===== src/rtl/bits_synth_pkg.sv =====
package bits_synth_pkg;
  localparam int unsigned CPF_UNIT     = 810;  // half of 12.96 MHz / 8 kHz
  localparam int unsigned T1_PER_FRAME = 193;
  localparam int unsigned E1_PER_FRAME = 256;
  localparam int unsigned CODE_W       = 3;
  localparam int unsigned CPF_MAX      = CPF_UNIT * 12;
  localparam int unsigned CPF_W        = $clog2(CPF_MAX + 1);
  localparam int unsigned N_W          = $clog2(E1_PER_FRAME + 1);
  localparam int unsigned LEN_W        = $clog2(CPF_MAX / T1_PER_FRAME + 2);

  typedef struct packed {
    logic [CPF_W-1:0] m;    // system clocks per frame
    logic [N_W-1:0]   n;    // BITS cycles per frame
    logic [LEN_W-1:0] lf;   // floor(m/n)
    logic [CPF_W-1:0] lfn;  // lf*n
  } frame_cfg_t;

  function automatic frame_cfg_t make_cfg(input int unsigned code, input int unsigned rate);
    int unsigned m;
    int unsigned n;
    int unsigned lf;
    frame_cfg_t  c;
    case (code)
      1:       m = CPF_UNIT * 3;
      2:       m = CPF_UNIT * 4;
      3:       m = CPF_UNIT * 6;
      4:       m = CPF_UNIT * 8;
      5:       m = CPF_UNIT * 12;
      default: m = CPF_UNIT * 2;
    endcase
    n     = (rate != 0) ? T1_PER_FRAME : E1_PER_FRAME;
    lf    = m / n;
    c.m   = CPF_W'(m);
    c.n   = N_W'(n);
    c.lf  = LEN_W'(lf);
    c.lfn = CPF_W'(lf * n);
    return c;
  endfunction
endpackage


===== src/rtl/bits_phase_acc.sv =====
module bits_phase_acc
  import bits_synth_pkg::*;
(
  input  logic             clk_i,
  input  logic             rst_ni,
  input  logic             restart_i,
  input  frame_cfg_t       cfg_i,
  output logic             start_o,
  output logic [LEN_W-1:0] len_o
);
  logic [CPF_W-1:0] acc_q, acc_d;
  logic [CPF_W:0]   sum;
  logic [CPF_W:0]   reach;

  always_comb begin
    sum = {1'b0, acc_q} + (CPF_W+1)'(cfg_i.n);
    if (restart_i) begin
      acc_d   = '0;
      start_o = 1'b1;
    end else if (sum >= {1'b0, cfg_i.m}) begin
      acc_d   = CPF_W'(sum - {1'b0, cfg_i.m});
      start_o = 1'b1;
    end else begin
      acc_d   = sum[CPF_W-1:0];
      start_o = 1'b0;
    end
    // period is lf long if lf steps from this phase reach the modulus, else lf+1
    reach = {1'b0, acc_d} + {1'b0, cfg_i.lfn};
    len_o = (reach >= {1'b0, cfg_i.m}) ? cfg_i.lf : cfg_i.lf + LEN_W'(1);
  end

  always_ff @(posedge clk_i or negedge rst_ni) begin
    if (!rst_ni) acc_q <= '0;
    else         acc_q <= acc_d;
  end

  p_acc_range_r4: assert property (@(posedge clk_i) disable iff (!rst_ni)
    !restart_i |-> (acc_q < cfg_i.m))
    else $error("accumulator outside modulus");
endmodule


===== src/rtl/bits_pulse_shaper.sv =====
module bits_pulse_shaper
  import bits_synth_pkg::*;
(
  input  logic             clk_i,
  input  logic             rst_ni,
  input  logic             restart_i,
  input  logic             start_i,
  input  logic [LEN_W-1:0] len_i,
  output logic             clk_o
);
  logic             armed_q;
  logic [LEN_W-1:0] hold_q;
  logic             out_q;

  always_ff @(posedge clk_i or negedge rst_ni) begin
    if (!rst_ni) begin
      armed_q <= 1'b0;
      hold_q  <= '0;
      out_q   <= 1'b0;
    end else begin
      if (restart_i) armed_q <= 1'b1;
      if (!(armed_q || restart_i)) begin
        out_q  <= 1'b0;
        hold_q <= '0;
      end else if (start_i) begin
        out_q  <= 1'b1;
        hold_q <= (len_i >> 1) - LEN_W'(1);
      end else if (hold_q != '0) begin
        hold_q <= hold_q - LEN_W'(1);
      end else begin
        out_q  <= 1'b0;
      end
    end
  end

  assign clk_o = out_q;

  p_idle_low_r6: assert property (@(posedge clk_i) disable iff (!rst_ni)
    !armed_q |-> !clk_o)
    else $error("output active before first frame");

  // shortest period is 6 clocks, so every high phase lasts at least 3
  p_min_high_r4: assert property (@(posedge clk_i) disable iff (!rst_ni)
    $fell(clk_o) |-> ($past(clk_o, 2) && $past(clk_o, 3)))
    else $error("high phase too short");
endmodule


===== src/rtl/bits_clk_synth.sv =====
module bits_clk_synth
  import bits_synth_pkg::*;
#(
  parameter int unsigned MODE_W   = 8,
  parameter int unsigned RATE_BIT = 2
) (
  input  logic              clk_i,
  input  logic              rst_ni,
  input  logic              rate_sel_i,
  input  logic [CODE_W-1:0] clk_sel_i,
  input  logic              frame_i,
  output logic              bits_clk_o,
  output logic [MODE_W-1:0] mode_reg_o
);
  localparam int unsigned CFG_ENTRIES = 2 ** (CODE_W + 1);

  frame_cfg_t       cfg_tab [CFG_ENTRIES];
  frame_cfg_t       cfg_q, cfg_cur;
  logic             start;
  logic [LEN_W-1:0] len;

  for (genvar g = 0; g < CFG_ENTRIES; g++) begin : g_cfg
    localparam frame_cfg_t ENTRY = make_cfg(g / 2, g % 2);
    assign cfg_tab[g] = ENTRY;
  end

  assign cfg_cur = frame_i ? cfg_tab[{clk_sel_i, rate_sel_i}] : cfg_q;

  always_ff @(posedge clk_i or negedge rst_ni) begin
    if (!rst_ni)      cfg_q <= make_cfg(0, 0);
    else if (frame_i) cfg_q <= cfg_cur;
  end

  bits_phase_acc u_acc (
    .clk_i     (clk_i),
    .rst_ni    (rst_ni),
    .restart_i (frame_i),
    .cfg_i     (cfg_cur),
    .start_o   (start),
    .len_o     (len)
  );

  bits_pulse_shaper u_shape (
    .clk_i     (clk_i),
    .rst_ni    (rst_ni),
    .restart_i (frame_i),
    .start_i   (start),
    .len_i     (len),
    .clk_o     (bits_clk_o)
  );

  assign mode_reg_o = MODE_W'(rate_sel_i) << RATE_BIT;

  p_frame_high_r3: assert property (@(posedge clk_i) disable iff (!rst_ni)
    frame_i |=> bits_clk_o)
    else $error("no rising phase at frame start");

  p_cfg_hold_r5: assert property (@(posedge clk_i) disable iff (!rst_ni)
    !frame_i |=> $stable(cfg_q))
    else $error("settings changed between strobes");
endmodule


===== config.mk =====
export PLATFORM = sky130hd
export DESIGN_NAME = bits_clk_synth
export DESIGN_NICKNAME = d
export VERILOG_FILES = /design/src/rtl/bits_synth_pkg.sv /design/src/rtl/bits_phase_acc.sv /design/src/rtl/bits_pulse_shaper.sv /design/src/rtl/bits_clk_synth.sv
export SDC_FILE = /design/constraint.sdc
export NUM_CORES = 1
export LEC_CHECK = 0
export ABC_AREA = 1
export BUFFER_PORTS_ARGS = -buffer_cell sky130_fd_sc_hd__buf_2
export CAP_MARGIN = 15
export CORE_UTILIZATION = 58
export CTS_CLUSTER_DIAMETER = 150
export DETAILED_ROUTE_END_ITERATION = 16
export PLACE_DENSITY = 0.78
export SLEW_MARGIN = 20
export SYNTH_ARGS = -nofsm -noshare
export SYNTH_HDL_FRONTEND = slang
export SYNTH_SLANG_ARGS = --single-unit

===== constraint.sdc =====
create_clock -name clk_i -period 6.8 [get_ports clk_i]
set_clock_uncertainty 0.2 [all_clocks]
set_input_delay 0.68 -clock clk_i [delete_from_list [all_inputs] [get_ports clk_i]]
set_output_delay 0.68 -clock clk_i [all_outputs]
set_load 0.005 [all_outputs]

==> results of run 1 <==
==> final timing paths <==
| kind | from | to | slack (ns) | cells after the start |
|---|---|---|---|---|
| max | frame_i | u_shape.hold_q[5] | -0.02 | 44 |
| min | rst_ni | u_acc.acc_q[7] | 0.26 | 2 |
| max reg2reg | cfg_q[21] | u_shape.hold_q[5] | 0.07 | 43 |
| min reg2reg | cfg_q[12] | cfg_q[12] | 0.28 | 2 |
| max in group asynchronous | rst_ni | cfg_q[32] | 5.49 | 2 |
| min in group clk_i | cfg_q[12] | cfg_q[12] | 0.28 | 2 |
==> per-stage QoR <==
stage	power, mW	hold slack (ns)	TNS, ns	worst slack (ns)
final	3.31	0.256	-0.0269	-0.0235
after global routing	3.54	0.310	-1.44	-0.374
after CTS	2.98	0.282	0	0.00996
after detailed placement	2.50	0.261	-2.18	-0.480
after global placement	2.43	0.261	-0.875	-0.228
after floorplan	1.86	0.184	0	0.00590
==> state kept, by name (all words and copies together) (netlist names) <==
register         flops
cfg_q               43
u_acc.acc_q         14
u_shape.armed_q      1
u_shape.clk_o        1
u_shape.hold_q       6
==> cells in the mapped netlist (4+ instances only) <==
cell type	count
o21ai_0	24
dfstp_2	10
nand2_1	187
a21o_1	4
a21oi_1	53
nor3_1	7
nand3_1	38
o21ai_1	5
xnor2_1	11
nor2_1	59
nand2_2	13
a31oi_1	6
nand4_1	8
a211oi_1	5
buf_1	4
ha_1	61
xor2_1	25
or2_2	4
o211ai_1	4
inv_1	105
buf_4	10
o21bai_1	5
dfrtp_1	55
==> placed cells by master (no fill, tap or decap), drive strengths merged, types with 8 or more instances in the layout <==
cell type and n:
nand2 203, dfrtp 55, a21oi 54, nor2 65, o21ai 31, inv 110, dfstp 10, ha 61
xor2 25, nand3 42, nand4 8, buf 124, clkbuf 11, xnor2 11
==> timing repair <==
item	in CTS	in global routing
buffers inserted	0	15
pin swaps	1	53
hold buffers	0	0
resized for setup	8	71
gates cloned	0	2
setup endpoints to repair	4	6
==> area by class of cell <==
type	instances	area, sq um
Timing Repair Buffer	125	951
Multi-Input combinational cell	563	3730
Clock inverter	6	115
Clock buffer	10	138
Inverter	110	423
Sequential cell	65	1640
Tap cell	129	161
Fill cell	628	2080
==> worst max-delay path, delay by kind of cell <==
kind	cells	cell delay (ns)
XOR/XNOR	2	0.56
AND/OR/NAND/NOR	27	2.60
buffers and inverters	4	0.36
AO/OA/AOI/OAI	5	0.82
adder cells (fa/ha/maj)	6	1.86
==> logic make-up after synthesis <==
family                   after synthesis  share of synthesized area, %
AND/OR/NAND/NOR                      332                          26.3
buffers and inverters                131                          10.0
AO/OA/AOI/OAI                        123                          13.2
flip-flops                            65                          29.7
adder cells (fa/ha/maj)               64                          14.9
XOR/XNOR                              36                          5.71
other                                  1                        0.0680
==> power by group through the flow <==
stage / sequential, mW / clock, mW / combinational [mW]
after global routing: 0.514 / 0.445 / 2.58
final: 0.509 / 0.431 / 2.37
after CTS: 0.501 / 0.433 / 2.05
after global placement: 0.504 / 0 / 1.93
after detailed placement: 0.508 / 0 / 2.00
after floorplan: 0.496 / 0 / 1.36
==> per-layer routing <==
layer	wire, um	global-route usage (%)	vias to the layer above
met2	8160	55.7	253
li1	-	-	2672
met4	483	8.71	0
met3	1180	5.62	50
met1	7170	43.2	2659
met5	0	0	-
==> out/metrics.sh, run 1 <==
STATUS='complete, but fails checks'
VIOLATIONS_IN_THE_FINAL_REPORTS='setup timing'
CLK_PIN_SLEW_WORST_PATHS_NS=0.10
FINALNONFILLERCELLS=1008
FIRST_GLOBAL_VIAS=5287
WORST_SLACK_NS=-0.0235
COREAREA_SQ_UM=9240
ASYNC_RESET_FF_SHARE_PCT=100
POWER.IR.VDD_WORST_uV=192
SYNTH_ENABLE_FLOP_CELLS=0
POST_ROUTE_CELLS_DRIVE_ABOVE_1_SHARE_PCT=29.6
PLACEMENT.IO_BUFFERS=8
POWER_SWITCHING_mW=1.55
SYNTH.LARGEST_AREA_CELL='dfrtp_1'
DIE_AREA_SQ_UM=9910
STARTING_DENSITY_OF_THE_CORE_PCT=59.7
POST_LAYOUT_INST_AREA_SQ_UM=7160
CPPEAKSTAGEDELAY_NS=0.42
SYNTH_TOP_CELL_AREA_SHARE_PCT=24.9
GRT_PASS1_WL_UM=25200
YOSYS.CELL_TYPES.COUNT=50
PWR-SHARE-COMB_PCT=71.6
DRV.MAX_CAP_VIOLATION_COUNT=0
CLOCK_TREE_FROM_TRITONCTS='done'
CELL_AREA_AFTER_SYNTHESIS_SQ_UM=5520
SYNTH_SEQ_AREA_SHARE_PCT=29.7
WORST-ENDPOINT-ARRIVAL_NS=6.91
CP-END-KIND='flip-flop'
SYN_AVG_CELL_AREA_SQ_UM=7.34
SYNTH_CELLS=752
FMAXACHIEVABLE_GHz=0.147
SYNTH_TO_LAYOUT_AREA_GROWTH_PCT=29.7
INSERTEDDIODECOUNT=0
GRT_SETUP_UNREPAIRED='yes'
FINAL-HOLD-VIOLATION-COUNT=0
POWER.DENSITY_nW_PER_UM2=462
WORST_PATH_MAX_DELAY_CELL='xor2_1'
FINISH.NET_COUNT=945
ANTENNA_VIOLATING_NETS_REMAINING=0
CP.REQUIRED_NS=6.89
STARTPOINT_TYPE_OF_THE_WORST_SETUP_PATH='primary input'
INITIAL_ANTENNA_VIOLATION_COUNT=0
FIN_CRIT_NS=6.82
FINALSETUPVIOLATIONS=2
DIEWIDTH_UM=99.5
POSTSYNTHREGISTERBITS=65
PWR-SHARE-SEQ_PCT=15.4
GP_CONGESTION=0.937
PWR-SHARE-CLK_PCT=13.0
CRIT_PATH_MAX_FANOUT=7
MAXSLEWHEADROOM_PCT=41.2
GLOBAL_ROUTE.OVERFLOW_TOTAL=0
SWSHARE_PCT=47.0
DRT-INITIAL-DRC-COUNT=455
FINAL_UTIL_PCT=77.5
CRITICALPATHCATEGORY='primary input to flip-flop'
MAXIMUM_NUMBER_OF_PINS_ON_ONE_NET_BEFORE_GLOBAL_ROUTE_REPAIR=66
MIN-DELAY-PATH-CLASS='primary input to asynchronous set/reset pin'
FINAL_MIN_PERIOD_OVER_CLOCK_PERIOD_PCT=100
DETAIL_ROUTE.VIAS_PER_CELL=5.59
NUMCTSBUFFERS=9
CPMOSTUSEDCELL='nand2_2'
P_LEAK_nW=3.84
SYNTH.TOP_CELLS.BY_AREA='dfrtp_1 25%, ha_1 14%, nand2_1 13%'
DP_CELLS=975
HPWL_UM=11500
CTS_HTREE_LEVELS=3
DIE_H_UM=99.5
DRT_PRE_ANTENNA_ITERS=7
FP-ROW-COUNT=35
TIMING_MAX_TRANSITION_VIOLATIONS_FINAL=0
WORSTMARGINPINSLEW_NS=0.882
IO_PINS=16
ROOT_BUFFER='clkbuf_8'
CTS_MAX_PATH_BUFFERS=2
DETAILED_PLACE.AREA_SQ_UM=6410
VIAS_AFTER_DETAILED_ROUTING=5634
OVERALL_ROUTED_NET_LENGTH_UM=17000
CELLINTERNALPOWER_mW=1.75
GRTUSAGETOTAL_PCT=32.7
DRC=0
CTS_SINKS=65
SYNTHFLOPTYPE='dfrtp_1'
AVGROUTEDWIREPERCELL_UM=16.9
WORSTSKEWPAIRLATENCY_NS=0.36
YOSYS_WARNINGS=0
Note: power is estimated with default switching activity, not from simulation.
==> run 2, diff against run 1 <==
Settings changed: CELL_PAD_IN_SITES_DETAIL_PLACEMENT set to 1, CELL_PAD_IN_SITES_GLOBAL_PLACEMENT set to 1, CORE_UTILIZATION 58 to 43, PLACE_DENSITY 0.78 to not set, PLACE_DENSITY_LB_ADDON set to 0.1.
==> run 2 against run 1 <==
Net effect: maximum frequency down 9.0%; count of clock-buffer cells in the layout unchanged; worst hold slack better by 0.042 ns; combinational power rose by 52%; setup slack lost 0.68 ns; the run still ends with setup timing left; utilization fell by 10 points; final area rose by 19%; routed wire length grew 87%; sequential power up 4%; first-iteration DRC count grew 47%; non-clock buffer count rose by 74; power rose by 41%.
==> out/metrics.sh, run 2 (synthesis results as in run 1) <==
P_LEAK_nW=4.36  # +14%
AVGROUTEDWIREPERCELL_UM=28.2  # +67%
FIN_CRIT_NS=7.50  # +0.677 ns
MAXIMUM_NUMBER_OF_PINS_ON_ONE_NET_BEFORE_GLOBAL_ROUTE_REPAIR=66  # unchanged
INSERTEDDIODECOUNT=0  # unchanged
GRTUSAGETOTAL_PCT=37.8  # +5.1 points
DRV.MAX_CAP_VIOLATION_COUNT=0  # unchanged
TIMING_MAX_TRANSITION_VIOLATIONS_FINAL=0  # unchanged
OVERALL_ROUTED_NET_LENGTH_UM=31800  # +87%
VIAS_AFTER_DETAILED_ROUTING=6866  # +22%
FINAL-HOLD-VIOLATION-COUNT=0  # unchanged
CTS_MAX_PATH_BUFFERS=2  # unchanged
LARGESTREGISTERS='cfg_q x43, u_acc.acc_q x14, u_shape.hold_q x6'
CLOCK_TREE_FROM_TRITONCTS='done'
POWER.DENSITY_nW_PER_UM2=549  # +19%
POWER.IR.VDD_WORST_uV=249  # +29%
CRIT_PATH_MAX_FANOUT=5  # -2
PLACEMENT.IO_BUFFERS=8  # unchanged
FINALNONFILLERCELLS=1125  # +12%
DIE_AREA_SQ_UM=13300  # +34%
DETAILEDPLACE.WORSTSLACK_NS=-0.851  # -0.371 ns
POST_ROUTE_CELLS_DRIVE_ABOVE_1_SHARE_PCT=42.9  # +13 points
LAYOUT_COMMONEST_CELL='buf_4'
WORSTSKEWPAIRLATENCY_NS=0.38  # +0.02 ns
MAXSLEWHEADROOM_PCT=36.7  # -4.5 points
WORST-ENDPOINT-ARRIVAL_NS=7.60  # +0.69 ns
DP_CELLS=1045  # +7.2%
STARTPOINT_TYPE_OF_THE_WORST_SETUP_PATH='primary input'
DRT-INITIAL-DRC-COUNT=668  # +47%
IO_PINS=16  # unchanged
CTS_HTREE_LEVELS=3  # unchanged
FINAL_UTIL_PCT=67.5  # -10 points
CP.REQUIRED_NS=6.90  # about the same
TOP_LAYER='met4'
FIN_TOTAL_PWR_mW=4.66  # +41%
GRT_PASS1_WL_UM=37000  # +47%
STARTING_DENSITY_OF_THE_CORE_PCT=43.9  # -16 points
DRT_PRE_ANTENNA_ITERS=4  # -3
DIE_H_UM=115  # +16%
POST_LAYOUT_INST_AREA_SQ_UM=8480  # +19%
CRITICALPATHCATEGORY='primary input to flip-flop'
FINAL_CELL_MIX='182 x buf_4, 155 x nand2_1, 93 x inv_1'
FMAXACHIEVABLE_GHz=0.133  # -9.0%
NUMCTSBUFFERS=9  # unchanged
CTS_SINKS=65  # unchanged
ROOT_BUFFER='clkbuf_16'
GRT_SETUP_UNREPAIRED='yes'
INITIAL_ANTENNA_VIOLATION_COUNT=0  # unchanged
WORST_PATH_MAX_DELAY_CELL='a21oi_1'
FINISH.NET_COUNT=1019  # +7.8%
SYNTH_TO_LAYOUT_AREA_GROWTH_PCT=53.7
DETAILED_PLACE.AREA_SQ_UM=6680  # +4.2%
DIEWIDTH_UM=115  # +16%
WIRELENGTH_MET1_UM=11100  # +55%
CP-END-KIND='flip-flop'
STATUS='complete, but fails checks'
LARGEST_REGISTER='cfg_q'
CLK_PIN_SLEW_WORST_PATHS_NS=0.06  # -0.04 ns
DRC=0  # unchanged
CPMOSTUSEDCELL='nand2_1'
HOLD_BUFFERS=0  # unchanged
CPPEAKSTAGEDELAY_NS=0.39  # -0.03 ns
WORSTMARGINPINSLEW_NS=0.950  # +0.0677 ns
DR_WL_MET2_UM=15000  # +84%
VIOLATIONS_IN_THE_FINAL_REPORTS='setup timing'
FINAL_MIN_PERIOD_OVER_CLOCK_PERIOD_PCT=110  # +9.9 points
FINALSETUPVIOLATIONS=6  # +4
MET3_LENGTH_UM=2720  # +130%
COREAREA_SQ_UM=12600  # +36%
FP-ROW-COUNT=41  # +17%
DETAIL_ROUTE.VIAS_PER_CELL=6.10  # +9.2%
HPWL_UM=14100  # +24%
ANTENNA_VIOLATING_NETS_REMAINING=0  # unchanged
GP_CONGESTION=0.855  # -8.7%
LARGEST_REGISTER_FFS=43  # unchanged
FIRST_GLOBAL_VIAS=6888  # +30%
WORST_SLACK_NS=-0.700  # -0.677 ns
MIN-DELAY-PATH-CLASS='flip-flop to flip-flop'
GLOBAL_ROUTE.OVERFLOW_TOTAL=0  # unchanged
[run 2: changes by cell type in the layout (fill, tap and decap cells not counted), moves of 9 or more]
| cell | delta |
|---|---|
| nor2_2 | +9 |
| buf_4 | +66 |
| clkbuf_8 | -9 |
| ha_1 | -12 |
| nand2_1 | -16 |
| nor2_1 | -14 |
| a21oi_1 | -11 |
| nand2_4 | +10 |
| ha_4 | +13 |
[run 2: path summary, 6_finish.rpt]
check | to | slack, ns | startpoint | cells after the start
setup reg to reg | u_shape.hold_q[5] | -0.62 | cfg_q[21] | 46
hold reg to reg | cfg_q[11] | 0.30 | cfg_q[11] | 1
max in group asynchronous | cfg_q[18] | 5.44 | rst_ni | 2
setup / recovery | u_shape.hold_q[5] | -0.70 | frame_i | 44
hold / removal | cfg_q[11] | 0.30 | cfg_q[11] | 1
min in group asynchronous | u_acc.acc_q[5] | 0.33 | rst_ni | 2
[run 2: routing by layer]
metal / global-route usage, % / vias to the layer above
met3: 8.22 / 243
met1: 40.4 / 3363
met5: 0 / -
met2: 68.5 / 443
met4: 22.0 / 0
li1: - / 2817
[run 2: timing repair]
action / CTS / global route
setup endpoints to repair: 6 / 6
cloned: 2 / 0
hold endpoints to repair: 0 / 0
buffers inserted: 41 / 21
pin swaps: 73 / 90
resized for setup: 94 / 112
[run 2: through the flow]
step | hold WS, ns | TNS (ns)
after floorplan | 0.184 | 0
after global placement | 0.257 | -1.80
after detailed placement | 0.269 | -4.35
after CTS | 0.284 | 0
after global routing | 0.327 | -4.56
final | 0.298 | -3.81
[run 2: layout make-up]
cell class / count / area [sq um]
multi-input cells: 563 / 4340
fillers: 1473 / 4090
flip-flops and latches: 65 / 1640
repair buffers: 199 / 1560
inverters: 110 / 425
clock buffers: 10 / 239
well taps: 172 / 215
clock inverters: 6 / 66.3
[run 2: critical path: cells and delay by family]
kind | cells | cell delay [ns]
and+or+nand+nor | 25 | 2.78
AOI/OAI and AO/OA | 5 | 1.20
xor gates and xnor gates | 2 | 0.55
adders and majority gates | 4 | 1.23
buffers and inverters | 8 | 1.14
[run 2: power by group]
part           switching (mW)  total, mW  leakage, nW  internal, mW
logic                    2.10       3.61         3.41          1.51
registers              0.0611      0.528        0.810         0.467
clock network           0.225      0.520        0.141         0.295
==> run 3, diff against run 2 <==
Settings changed: RECOVER_POWER set to 50.
==> run 3 against run 2 <==
Net effect: the run still ends with setup timing left; utilization is essentially flat; non-clock buffer count unchanged; sequential power about the same; die area did not move; critical path type unchanged; critical endpoint unchanged; largest power group unchanged.
==> out/metrics.sh, run 3 (synthesis results as in run 1) <==
FMAXACHIEVABLE_GHz=0.133  # +0.11%
LARGESTREGISTERS='cfg_q x43, u_acc.acc_q x14, u_shape.hold_q x6'
WORSTSKEWPAIRLATENCY_NS=0.37  # about the same
DIE_AREA_SQ_UM=13300  # unchanged
HOLD_BUFFERS=0  # unchanged
WORSTREGTOREGCELLS=48  # +4.3%
CPPEAKSTAGEDELAY_NS=0.39  # about the same
VIAS_AFTER_DETAILED_ROUTING=6835  # -0.45%
CLOCK_TREE_FROM_TRITONCTS='done'
CPMOSTUSEDCELL='nand2_1'
FINAL_CELL_MIX='181 x buf_4, 155 x nand2_1, 93 x inv_1'
CLK_PIN_SLEW_WORST_PATHS_NS=0.06  # about the same
PWR-SHARE-SEQ_PCT=11.3  # about the same
CTS_SINKS=65  # unchanged
WORST_PATH_MAX_DELAY_CELL='a21oi_1'
MIN_DELAY_PATH_DEPTH=1  # unchanged
P_LEAK_nW=4.36  # about the same
DETAILED_PLACE.AREA_SQ_UM=6680  # unchanged
WORSTMARGINPINSLEW_NS=0.955  # +0.00518 ns
OVERALL_ROUTED_NET_LENGTH_UM=31600  # -0.60%
CRITICALPATHCATEGORY='primary input to flip-flop'
R2R_START='cfg_q[21]'
CTS_MAX_PATH_BUFFERS=2  # unchanged
FP-ROW-COUNT=41  # unchanged
PWR-SHARE-COMB_PCT=77.5  # about the same
MIN-DELAY-PATH-CLASS='flip-flop to flip-flop'
ANTENNA_VIOLATING_NETS_REMAINING=0  # unchanged
FINAL-HOLD-VIOLATION-COUNT=0  # unchanged
CRITICAL_PATH.REG2REG.ENDPOINT='u_shape.hold_q[5]'
FIN_CRIT_NS=7.49  # -0.00831 ns
CRIT_PATH_MAX_FANOUT=5  # unchanged
GRT_SETUP_UNREPAIRED='yes'
LARGEST_REGISTER_FFS=43  # unchanged
DP_CELLS=1045  # unchanged
AVGROUTEDWIREPERCELL_UM=28.1  # -0.60%
GRT_PASS1_WL_UM=37000  # unchanged
FF2FF_SETUP_SLACK_NS=-0.61  # about the same
HP-START='cfg_q[11]'
POWER.IR.VDD_WORST_uV=250  # +0.69%
DETAIL_ROUTE.VIAS_PER_CELL=6.08  # -0.45%
DRV.MAX_CAP_VIOLATION_COUNT=0  # unchanged
GLOBAL_ROUTE.OVERFLOW_TOTAL=0  # unchanged
INITIAL_ANTENNA_VIOLATION_COUNT=0  # unchanged
LAYOUT_COMMONEST_CELL='buf_4'
MAXSLEWHEADROOM_PCT=36.3  # -0.35 points
FINISH.NET_COUNT=1019  # unchanged
SWSHARE_PCT=51.1  # -0.089 points
TIMING_MAX_TRANSITION_VIOLATIONS_FINAL=0  # unchanged
CELLINTERNALPOWER_mW=2.27  # about the same
FINALNONFILLERCELLS=1125  # unchanged
CP-END-KIND='flip-flop'
CTS_HTREE_LEVELS=3  # unchanged
GRTUSAGETOTAL_PCT=37.8  # unchanged
FIRST_GLOBAL_VIAS=6888  # unchanged
IO_PINS=16  # unchanged
POST_ROUTE_CELLS_DRIVE_ABOVE_1_SHARE_PCT=42.8  # -0.10 points
INSERTEDDIODECOUNT=0  # unchanged
MAXIMUM_NUMBER_OF_PINS_ON_ONE_NET_BEFORE_GLOBAL_ROUTE_REPAIR=66  # unchanged
VIOLATIONS_IN_THE_FINAL_REPORTS='setup timing'
ROOT_BUFFER='clkbuf_16'
HPWL_UM=14100  # unchanged
DRC=0  # unchanged
FINALSETUPVIOLATIONS=6  # unchanged
STARTPOINT_TYPE_OF_THE_WORST_SETUP_PATH='primary input'
FINAL_MIN_PERIOD_OVER_CLOCK_PERIOD_PCT=110  # -0.12 points
LARGEST_REGISTER='cfg_q'
HOLD_PATH_END='cfg_q[11]'
SYNTH_TO_LAYOUT_AREA_GROWTH_PCT=53.7  # about the same
DRT-INITIAL-DRC-COUNT=712  # +6.6%
DRT_PRE_ANTENNA_ITERS=5  # +1
CP.REQUIRED_NS=6.90  # about the same
WORST_SLACK_NS=-0.692  # +0.00831 ns
STATUS='complete, but fails checks'
PWR-SHARE-CLK_PCT=11.2  # about the same
COREAREA_SQ_UM=12600  # unchanged
DIE_H_UM=115  # unchanged
WORST-ENDPOINT-ARRIVAL_NS=7.59  # about the same
POWER.DENSITY_nW_PER_UM2=548  # -0.16%
POST_LAYOUT_INST_AREA_SQ_UM=8480  # about the same
GP_CONGESTION=0.855  # unchanged
STARTING_DENSITY_OF_THE_CORE_PCT=43.9  # unchanged
PLACEMENT.IO_BUFFERS=8  # unchanged
DIEWIDTH_UM=115  # unchanged
POWER_SWITCHING_mW=2.37  # -0.38%
NUMCTSBUFFERS=9  # unchanged
==> run 3: power by group through the flow <==
stage	combinational (mW)	clock [mW]	sequential, mW
floorplan	1.36	0	0.496
global placement	2.07	0	0.503
detailed placement	2.20	0	0.508
finish	3.60	0.519	0.527
CTS	2.63	0.491	0.511
global route	3.76	0.528	0.530
==> run 3: worst max path at each step <==
| stage | start | to | depth (start not counted) |
|---|---|---|---|
| floorplan | frame_i | u_shape.hold_q[4] | 54 |
| global placement | frame_i | u_shape.hold_q[5] | 47 |
| detailed placement | frame_i | u_shape.hold_q[4] | 46 |
| CTS | frame_i | u_shape.hold_q[5] | 53 |
| global route | cfg_q[21] | u_shape.hold_q[5] | 48 |
| finish | frame_i | u_shape.hold_q[5] | 44 |
==> run 3: per-layer routing <==
metal | up-vias | GRT usage [%] | wire length, um
met1 | 3339 | 40.4 | 11000
li1 | 2816 | - | -
met4 | 0 | 22.0 | 2950
met5 | - | 0 | 0
met3 | 238 | 8.22 | 2720
met2 | 442 | 68.5 | 15000
==> run 3: cell type report <==
type                            instances  area (sq um)
Multi-Input combinational cell        563          4340
Clock inverter                          6          66.3
Timing Repair Buffer                  199          1560
Fill cell                            1475          4090
Inverter                              110           425
Tap cell                              172           215
Sequential cell                        65          1640
Clock buffer                           10           239
==> run 3: repair_timing <==
item,CTS,global route
buffers inserted,41,21
pin swaps,73,90
gates resized for setup,94,112
endpoints found under the setup margin,6,6
gates cloned,2,0
==> run 3: critical path, delay by kind of cell <==
family	cells	cell delay, ns
XOR/XNOR	2	0.55
adder cells (fa/ha/maj)	4	1.23
AND/OR/NAND/NOR	25	2.75
buffers and inverters	8	1.15
AO/OA/AOI/OAI	5	1.19
==> run 3: stage by stage <==
| stage | power [mW] | worst slack (ns) | util, % | TNS (ns) | hold slack [ns] |
|---|---|---|---|---|---|
| floorplan | 1.86 | 0.00590 | - | 0 | 0.184 |
| global placement | 2.58 | -0.388 | 53.2 | -1.80 | 0.257 |
| detailed placement | 2.70 | -0.851 | 53.2 | -4.35 | 0.269 |
| CTS | 3.63 | 0.00271 | 61.8 | 0 | 0.284 |
| global route | 4.81 | -0.840 | 67.5 | -4.56 | 0.327 |
| finish | 4.65 | -0.692 | 67.5 | -3.75 | 0.297 |
